[src/rtl/acc_alu_pkg.sv]
package acc_alu_pkg;

    localparam int OP_W = 5;

    typedef enum logic [OP_W-1:0] {
        OP_ACC_OUT = 5'b00010,
        OP_REG_IN  = 5'b00011,
        OP_ADD     = 5'b00100,
        OP_SUB     = 5'b00101,
        OP_ADDC    = 5'b00110,
        OP_SUBC    = 5'b00111,
        OP_AND     = 5'b01000,
        OP_XOR     = 5'b01001,
        OP_ROR_C   = 5'b01010,
        OP_ROL_C   = 5'b01011,
        OP_DEC     = 5'b11001,
        OP_INC     = 5'b11010,
        OP_NOT     = 5'b11011
    } op_e;

    typedef enum logic [1:0] {
        U_NONE,
        U_ARITH,
        U_LOGIC,
        U_ROT
    } unit_e;

    typedef enum logic [2:0] {
        L_ACC,
        L_REG,
        L_AND,
        L_XOR,
        L_NOT
    } lop_e;

    typedef struct packed {
        unit_e unit;
        logic  sub;
        logic  use_c;
        logic  b_one;
        lop_e  lop;
        logic  rot_left;
    } ctrl_t;

    function automatic ctrl_t decode(input logic [OP_W-1:0] code);
        ctrl_t c;
        c = '{unit: U_NONE, sub: 1'b0, use_c: 1'b0, b_one: 1'b0,
              lop: L_ACC, rot_left: 1'b0};
        case (op_e'(code))
            OP_ACC_OUT: begin c.unit = U_LOGIC; c.lop = L_ACC; end
            OP_REG_IN:  begin c.unit = U_LOGIC; c.lop = L_REG; end
            OP_AND:     begin c.unit = U_LOGIC; c.lop = L_AND; end
            OP_XOR:     begin c.unit = U_LOGIC; c.lop = L_XOR; end
            OP_NOT:     begin c.unit = U_LOGIC; c.lop = L_NOT; end
            OP_ADD:     begin c.unit = U_ARITH; end
            OP_SUB:     begin c.unit = U_ARITH; c.sub = 1'b1; end
            OP_ADDC:    begin c.unit = U_ARITH; c.use_c = 1'b1; end
            OP_SUBC:    begin c.unit = U_ARITH; c.sub = 1'b1; c.use_c = 1'b1; end
            OP_INC:     begin c.unit = U_ARITH; c.b_one = 1'b1; end
            OP_DEC:     begin c.unit = U_ARITH; c.sub = 1'b1; c.b_one = 1'b1; end
            OP_ROR_C:   begin c.unit = U_ROT; end
            OP_ROL_C:   begin c.unit = U_ROT; c.rot_left = 1'b1; end
            default:    c.unit = U_NONE;
        endcase
        return c;
    endfunction

endpackage

[src/rtl/acc_alu_adder.sv]
module acc_alu_adder #(
    parameter int W = 8
) (
    input  logic [W-1:0] a_i,
    input  logic [W-1:0] b_i,
    input  logic         cin_i,
    input  logic         sub_i,
    output logic [W-1:0] sum_o,
    output logic         cout_o
);
    localparam int XW = W + 1;

    logic [XW-1:0] ext_d;
    logic [W-1:0]  back_d;

    always_comb begin
        if (sub_i)
            ext_d = {1'b0, a_i} - {1'b0, b_i} - XW'(cin_i);
        else
            ext_d = {1'b0, a_i} + {1'b0, b_i} + XW'(cin_i);
    end

    assign sum_o  = ext_d[W-1:0];
    assign cout_o = ext_d[W];

    // Undo the operation on the output word and compare with the accumulator.
    always_comb begin
        if (sub_i)
            back_d = sum_o + b_i + W'(cin_i);
        else
            back_d = sum_o - b_i - W'(cin_i);
        if (!sub_i)
            p_add_inverse_r2: assert (back_d == a_i)
                else $error("adder sum does not invert");
        if (sub_i)
            p_sub_inverse_r3: assert (back_d == a_i)
                else $error("subtractor difference does not invert");
    end

endmodule

[src/rtl/acc_alu_logic.sv]
module acc_alu_logic
    import acc_alu_pkg::*;
#(
    parameter int W = 8
) (
    input  logic [W-1:0] a_i,
    input  logic [W-1:0] b_i,
    input  lop_e         lop_i,
    output logic [W-1:0] res_o
);
    always_comb begin
        case (lop_i)
            L_ACC:   res_o = a_i;
            L_REG:   res_o = b_i;
            L_AND:   res_o = a_i & b_i;
            L_XOR:   res_o = a_i ^ b_i;
            L_NOT:   res_o = ~a_i;
            default: res_o = '0;
        endcase
    end

    always_comb begin
        if (lop_i == L_XOR)
            p_xor_inverse_r5: assert ((res_o ^ b_i) == a_i)
                else $error("xor result does not invert");
        if (lop_i == L_AND)
            p_and_subset_r5: assert (((res_o & ~a_i) | (res_o & ~b_i)) == '0)
                else $error("and result has a bit outside an operand");
        if (lop_i == L_NOT)
            p_not_inverse_r8: assert ((res_o ^ a_i) == {W{1'b1}})
                else $error("complement is not bitwise opposite");
    end

endmodule

[src/rtl/acc_alu_rotate.sv]
module acc_alu_rotate #(
    parameter int W = 8
) (
    input  logic [W-1:0] a_i,
    input  logic         cin_i,
    input  logic         left_i,
    output logic [W-1:0] res_o,
    output logic         cout_o
);
    always_comb begin
        if (left_i) begin
            res_o  = {a_i[W-2:0], cin_i};
            cout_o = a_i[W-1];
        end else begin
            res_o  = {cin_i, a_i[W-1:1]};
            cout_o = a_i[0];
        end
    end

    // A rotate through carry conserves the ones across word and carry.
    always_comb begin
        p_rot_ones_r6: assert (($countones(res_o) + int'(cout_o))
                               == ($countones(a_i) + int'(cin_i)))
            else $error("rotate lost or created a bit");
    end

endmodule

[src/rtl/acc_alu.sv]
module acc_alu
    import acc_alu_pkg::*;
#(
    parameter int W = 8
) (
    input  logic [W-1:0]    acc_i,
    input  logic [W-1:0]    gpr_i,
    input  logic [OP_W-1:0] op_i,
    input  logic            carry_i,
    output logic [W-1:0]    result_o,
    output logic            carry_o,
    output logic            zero_o
);
    ctrl_t         ctrl_d;
    logic [W-1:0]  add_b_d;
    logic          add_c_d;
    logic [W-1:0]  add_sum_d;
    logic          add_cout_d;
    logic [W-1:0]  log_res_d;
    logic [W-1:0]  rot_res_d;
    logic          rot_cout_d;
    logic [W-1:0]  result_d;
    logic          carry_d;

    always_comb begin
        ctrl_d  = decode(op_i);
        add_b_d = ctrl_d.b_one ? W'(1) : gpr_i;
        add_c_d = ctrl_d.use_c & carry_i;
    end

    acc_alu_adder #(.W(W)) u_adder (
        .a_i    (acc_i),
        .b_i    (add_b_d),
        .cin_i  (add_c_d),
        .sub_i  (ctrl_d.sub),
        .sum_o  (add_sum_d),
        .cout_o (add_cout_d)
    );

    acc_alu_logic #(.W(W)) u_logic (
        .a_i   (acc_i),
        .b_i   (gpr_i),
        .lop_i (ctrl_d.lop),
        .res_o (log_res_d)
    );

    acc_alu_rotate #(.W(W)) u_rotate (
        .a_i    (acc_i),
        .cin_i  (carry_i),
        .left_i (ctrl_d.rot_left),
        .res_o  (rot_res_d),
        .cout_o (rot_cout_d)
    );

    always_comb begin
        case (ctrl_d.unit)
            U_ARITH: begin result_d = add_sum_d; carry_d = add_cout_d; end
            U_LOGIC: begin result_d = log_res_d; carry_d = carry_i;    end
            U_ROT:   begin result_d = rot_res_d; carry_d = rot_cout_d; end
            default: begin result_d = '0;        carry_d = carry_i;    end
        endcase
    end

    assign result_o = result_d;
    assign carry_o  = carry_d;
    assign zero_o   = (result_d == '0);

endmodule

[config.mk]
export PLATFORM = sky130hd
export DESIGN_NAME = acc_alu
export DESIGN_NICKNAME = d
export VERILOG_FILES = /design/src/rtl/acc_alu_pkg.sv /design/src/rtl/acc_alu_adder.sv /design/src/rtl/acc_alu_logic.sv /design/src/rtl/acc_alu_rotate.sv /design/src/rtl/acc_alu.sv
export SDC_FILE = /design/constraint.sdc
export NUM_CORES = 1
export LEC_CHECK = 0
export ABC_AREA = 1
export ABC_CLOCK_PERIOD_IN_PS = 4500
export BUFFER_PORTS_ARGS = -buffer_cell sky130_fd_sc_hd__buf_2
export CORE_UTILIZATION = 36
export DETAILED_ROUTE_END_ITERATION = 8
export SKIP_LAST_GASP = 1
export SLEW_MARGIN = 5
export SYNTH_ARGS = -nofsm -noshare
export SYNTH_HDL_FRONTEND = slang
export SYNTH_SLANG_ARGS = --single-unit
[constraint.sdc]
create_clock -name vclk -period 4.5
set_input_delay 0.9 -clock vclk [all_inputs]
set_output_delay 0.9 -clock vclk [all_outputs]
set_load 0.05 [all_outputs]
==> Word-level counts from Yosys, hierarchy flattened <==
Index checks and enable logic that the tools add are counted.
{ "word_totals": {"ff_bits": 0, "romBits": 0, "output_inout_bits": 10, "latchBits": 0, "n_memories": 0, "ram_bits": 0, "in_bits": 22, "wordCells": 49} }
{ "op_classes": {"n_eq_ne": 20, "div": 0, "mux": 13, "addsub": 4, "shift": 0, "order_cmp": 0, "n_mul": 0, "n_bitwise": 4, "reduce_logical": 8} }
{ "op_table": {"columns": ["op", "n"], "rows": [
  ["case mux 8 bit (5 select lines)", 1],
  ["case mux 8 bit (3 select lines)", 1],
  ["equality test 5 x 3 -> 1 bit (second input constant)", 4],
  ["equality test 5 x 4 -> 1 bit (second input constant)", 4],
  ["two-way mux 8 bit", 2],
  ["equality test 5 bit (second input constant)", 3],
  ["case mux 3 bit (4 select lines)", 1],
  ["equality test 5 x 2 -> 1 bit (second input constant)", 2],
  ["adder 8 x 8 -> 9 bit", 1],
  ["adder 9 x 1 -> 9 bit", 1],
  ["two-way mux 9 bit", 1],
  ["subtractor 8 x 8 -> 9 bit", 1],
  ["subtractor 9 x 1 -> 9 bit", 1],
  ["bitwise AND 8 bit", 1],
  ["logical NOT 8 bit", 1],
  ["NOT 8 bit", 1],
  ["XOR 8 bit", 1],
  ["equality test 3 x 2 -> 1 bit (second input constant)", 2],
  ["case mux 2 bit (3 select lines)", 1],
  ["OR reduction 2 bit", 3],
  ["OR reduction 6 bit", 1],
  ["two-way mux 1 bit", 5],
  ["OR reduction 5 bit", 1],
  ["equality test 2 bit (second input constant)", 2],
  ["other kinds (7)", 7]
]} }

==> Depth between registers and ports, before layout <==
{ "depth": {"word_depth": 9, "ltp_mapped": 23, "depth_no_buf": 23} }

==> By module <==
A second synthesis with hierarchy kept.
{ "unflattened": {"hier_cells": 397, "area_unflattened_um2": 2122.0} }
{ "by_module_without_submodules": {"columns": ["module", "area_each_um2", "seq_area_each_um2", "cells_per_inst", "n_inst"], "rows": [
  ["acc_alu_adder", 979.7, 0.0, 170, 1],
  ["acc_alu_logic", 546.8, 0.0, 101, 1],
  ["acc_alu", 479.2, 0.0, 97, 1],
  ["acc_alu_rotate", 116.4, 0.0, 29, 1]
]} }

==> Least setup slack after synthesis <==
No wires, ideal clock.
{ "synth_path": {"path_type": "input-to-output", "from": "input port op_i[0]", "to": "output port zero_o", "slack_ps": -685, "path_buffers": 1, "stages": 21, "arrival_time_ps": 4285, "path_cell_list": "buf_4 -> nor2_1 -> inv_1 -> nand3_1 -> inv_1 -> nor2_1 -> inv_1 -> fa_1 -> inv_1 -> ha_1 -> nor2_1 -> inv_1 -> nand2_1 -> nand3_1 -> nand2_1 -> nand2_1 -> nand3_1 -> nand3_1 -> nor2_1 -> nand2_1 -> nor2_1"} }
{ "synth_via": {"elab_chain_len": 9} }
{ "synth_rtl": {"columns": ["item", "line_no", "text"], "rows": [
  ["start, declared", "acc_alu.sv:8", "input logic [OP_W-1:0] op_i,"],
  ["equality test 5 bit", "acc_alu_pkg.sv:49", "case (op_e'(code))"],
  ["OR reduction 2 bit (no line)", null, null],
  ["two-way mux 1 bit", "acc_alu_pkg.sv:49", null],
  ["two-way mux 8 bit", "acc_alu.sv:27", "add_b_d = ctrl_d.b_one ? W'(1) : gpr_i;"],
  ["adder 8 x 8 -> 9 bit or subtractor 8 x 8 -> 9 bit (tied branches)", "acc_alu_adder.sv:20, acc_alu_adder.sv:18", null],
  ["adder 9 x 1 -> 9 bit or subtractor 9 x 1 -> 9 bit (tied branches)", "acc_alu_adder.sv:20, acc_alu_adder.sv:18", null],
  ["two-way mux 9 bit", "acc_alu_adder.sv:17", "if (sub_i)"],
  ["case mux 8 bit (3 select lines) *", "acc_alu.sv:56", "case (ctrl_d.unit)"],
  ["via result_o[3]", "acc_alu.sv:10", "output logic [W-1:0] result_o,"],
  ["logical NOT 8 bit *", "acc_alu.sv:66", "assign zero_o = (result_d == '0);"],
  ["end, declared", "acc_alu.sv:12", "output logic zero_o"]
]} }
The timed path passes the listed nets; every way through them passes the cells marked *.

==> Worst setup path in the final report <==
{ "layout_path": {"from": "input port op_i[2]", "to": "output port zero_o"} }
{ "layout_via": {"elab_chain_len": 9} }
{ "layout_rtl": {"columns": ["item", "line_no"], "rows": [
  ["equality test 5 bit", "acc_alu_pkg.sv:49"],
  ["OR reduction 2 bit (no line)", null],
  ["two-way mux 1 bit", "acc_alu_pkg.sv:49"],
  ["two-way mux 8 bit", "acc_alu.sv:27"],
  ["adder 8 x 8 -> 9 bit or subtractor 8 x 8 -> 9 bit (tied branches)", "acc_alu_adder.sv:20, acc_alu_adder.sv:18"],
  ["adder 9 x 1 -> 9 bit or subtractor 9 x 1 -> 9 bit (tied branches)", "acc_alu_adder.sv:20, acc_alu_adder.sv:18"],
  ["two-way mux 9 bit", "acc_alu_adder.sv:17"],
  ["case mux 8 bit (3 select lines) *", "acc_alu.sv:56"],
  ["logical NOT 8 bit *", "acc_alu.sv:66"]
]} }
Mark *: on every way between the ends. The rest lies on a longest branch, timed or not.

==> run_results.csv <==
group,metric,value,unit
layout,syn_to_final_growth,36.2,%
placement,dp_cells,514,
synth,synth_area_per_cell,5.27,um2
layout,seq_cells,0,
drt,wl_per_cell,12.9,um
timing,slew_headroom,63.6,%
timing,tns,0,ns
floorplanning,rows,26,
synth,synth_most_common_cell,"nand2_1",
global_route,gr-usage-met1,28.9,%
timing,period_share,96.2,%
worst_setup_path,worstSetupPathType,"primary input to output port",
worst_setup_path,crit_required,3.60,ns
layout,nFillCells,565,
placement,port_buffers,32,
floorplanning,dieArea,5830,um2
synth,synth_cell_types,25,
worst_setup_path,crit_path_start,"op_i[2]",
global_route,use_met2,42.2,%
synth,ys_warn_count,0,
layout,fin_cells,515,
global_route,grt_use_met3,0.599,%
global_route,grt_max_degree,11,
worst_setup_path,cp-end-kind,"output port",
worst_setup_path,crit_slowest_cell,"fa_1",
timing,min_period,4.33,ns
synth,synthCells,378,
layout,utilization,52.1,%
drt,drt_iter0_drc,114,
power_and_ir_drop,cellPowerDensity,143,nW/um2
floorplanning,initial_utilization,38.3,%
drt,drt_pass1_iterations,4,
global_route,antenna_found_initial,0,
run_status,status,"finished, final reports clean",
worst_setup_path,worstPathCellList,"buf_2 > inv_2 > nand2_2 > nor2_4 > nand3_4 > inv_6 > nor2_4 > fa_1 > fa_1 > inv_1 > nand2_1 > nand2_1 > nand2_1 > nand2_1 > nand2_1 > nand3_2 > nand3_4 > nor2_2 > nand2_1 > nor2_4 > buf_6",
floorplanning,ios,32,
layout,regArea,0,um2
floorplanning,die_h,76.4,um
synth,yosys.area.top_type,"nand2_1",
drt,ant_nets,0,
placement,hpwlAfterDp,5680,um
layout,insertedDiodeCount,0,
synth,syn_nets,433,
synth,synth_area,1990,um2
synth,ys_seq_area_share,0,%
timing,hold-worst-slack,2.38,ns
timing,slew_viol_final,0,
job,cap_violations,0,
layout,multi_input_area,1890,um2
worst_hold_path,hold_path_class,"primary input to output port",
timing,final_hold_viol_count,0,
synth,netlist_top_cells_area,"nand2_1 23%, ha_1 18%, nand3_1 13%",
worst_setup_path,path_depth,21,
worst_setup_path,critPathMaxFanout,7,
synth,netlist_top_cells_count,"121 x nand2_1, 65 x inv_1, 50 x nand3_1, 45 x nor2_1, 29 x ha_1",
global_route,grt_overflow_total,0,
layout,layout.nets,502,
worst_setup_path,critPathLaunchType,"primary input",
placement,globalplace.congestion,0.917,
global_route,grt_pass1_vias,2325,
global_route,track_usage,22.5,%
worst_setup_path,cp_top_family,"simple AND/OR/NAND/NOR gates",
drt,dr_total_vias,2562,
timing,setup_viol,0,
global_route,grt.busiest_layer,"met2",
clock_network,hold_buffers,0,
layout,clkbuf_count,0,
drt,wl,6660,um
drt,via_per_inst,4.97,
layout,drive_above_1_share,28.1,%
timing,max_freq,231,MHz
worst_setup_path,endpoint,"zero_o",
power_and_ir_drop,p_leak,1.56,nW
placement,place_area,2560,um2
global_route,grt_pass1_wl,10900,um
worst_setup_path,cp_num_buf_inv,5,
layout,final_area,2710,um2
synth,synth_top_area_share,22.8,%
floorplanning,die_w,76.4,um
worst_setup_path,crit_path_frequent_cell,"nand2_1",
worst_setup_path,critical_path.max_stage_delay,0.44,ns
drt,drc,0,
floorplanning,core_area,5200,um2
power_and_ir_drop,peakVddDrop,0.0817,mV
worst_setup_path,cp.arrival,3.43,ns
timing,worst_pin_slew,0.544,ns
-- through the flow --
stage | total power, mW | setup slack, ns
6_report | 0.389 | 0.171
5_1_grt | 0.430 | -0.00310
4_1_cts | 0.361 | 0.0181
3_5_place_dp | 0.356 | -0.0931
3_3_place_gp | 0.353 | -0.0647
2_1_floorplan | 0.234 | 0.00810
-- how the worst min path moves through the flow --
stage / startpoint / endpoint / slack [ns] / cells after the start
6_report: carry_i / carry_o / 2.38 / 6
5_1_grt: carry_i / carry_o / 2.43 / 6
4_1_cts: acc_i[3] / result_o[2] / 2.41 / 4
3_5_place_dp: acc_i[3] / result_o[2] / 2.41 / 4
3_3_place_gp: acc_i[3] / result_o[2] / 2.41 / 4
2_1_floorplan: acc_i[2] / result_o[3] / 2.06 / 2
-- tightest hold or removal path, cell delays in order --
cell	delay [ns]
buf_2	0.11
inv_1	0.08
o31ai_1	0.11
inv_1	0.07
nand2_1	0.06
buf_6	0.15
-- repair_timing --
action                     4_1_cts  5_1_grt
setup endpoints to repair        1        7
pin swaps                        0       11
gates resized for setup          4       37
buffers inserted                 0        1
-- where the power goes --
group | switching, mW | total (mW) | internal (mW)
Sequential | 0 | 0 | 0
Clock | 0 | 0 | 0
Combinational | 0.238 | 0.389 | 0.152
-- cells in the final DEF, fill, tap and decap left out, types with 7 or more instances in the layout --
| cell type | Yosys | layout |
|---|---|---|
| nor2_4 | 5 | 9 |
| nor2_1 | 45 | 39 |
| nand3_2 | 0 | 7 |
| inv_1 | 65 | 60 |
| nand2_1 | 121 | 113 |
| nand3_1 | 50 | 39 |
| nand2_2 | 2 | 8 |
| inv_2 | 5 | 9 |
| buf_2 | 1 | 29 |
| a21oi_1 | 11 | 10 |
| buf_4 | 1 | 40 |
| ha_1 | 29 | 25 |
| nand4_1 | 8 | 8 |
-- final cells by class --
type	count	share of cell area [%]
multi-input cells	304	69.7
well taps	70	3.23
inverters	70	9.87
repair buffers	71	17.2
-- cells by family after synthesis --
| logic type | Yosys count | share of synthesized area, % |
|---|---|---|
| AOI/OAI and AO/OA | 26 | 7.47 |
| buffers and inverters | 74 | 14.9 |
| adders and majority gates | 33 | 22.2 |
| and+or+nand+nor | 242 | 54.0 |
| xor gates and xnor gates | 3 | 1.32 |
-- layer usage --
layer | wire length, um | part of all wire, %
met5 | 0 | 0
met2 | 3320 | 50
met1 | 3010 | 45
met4 | 61 | 0.92
met3 | 277 | 4.2
No activity file was read; power rests on OpenSTA's default activity.
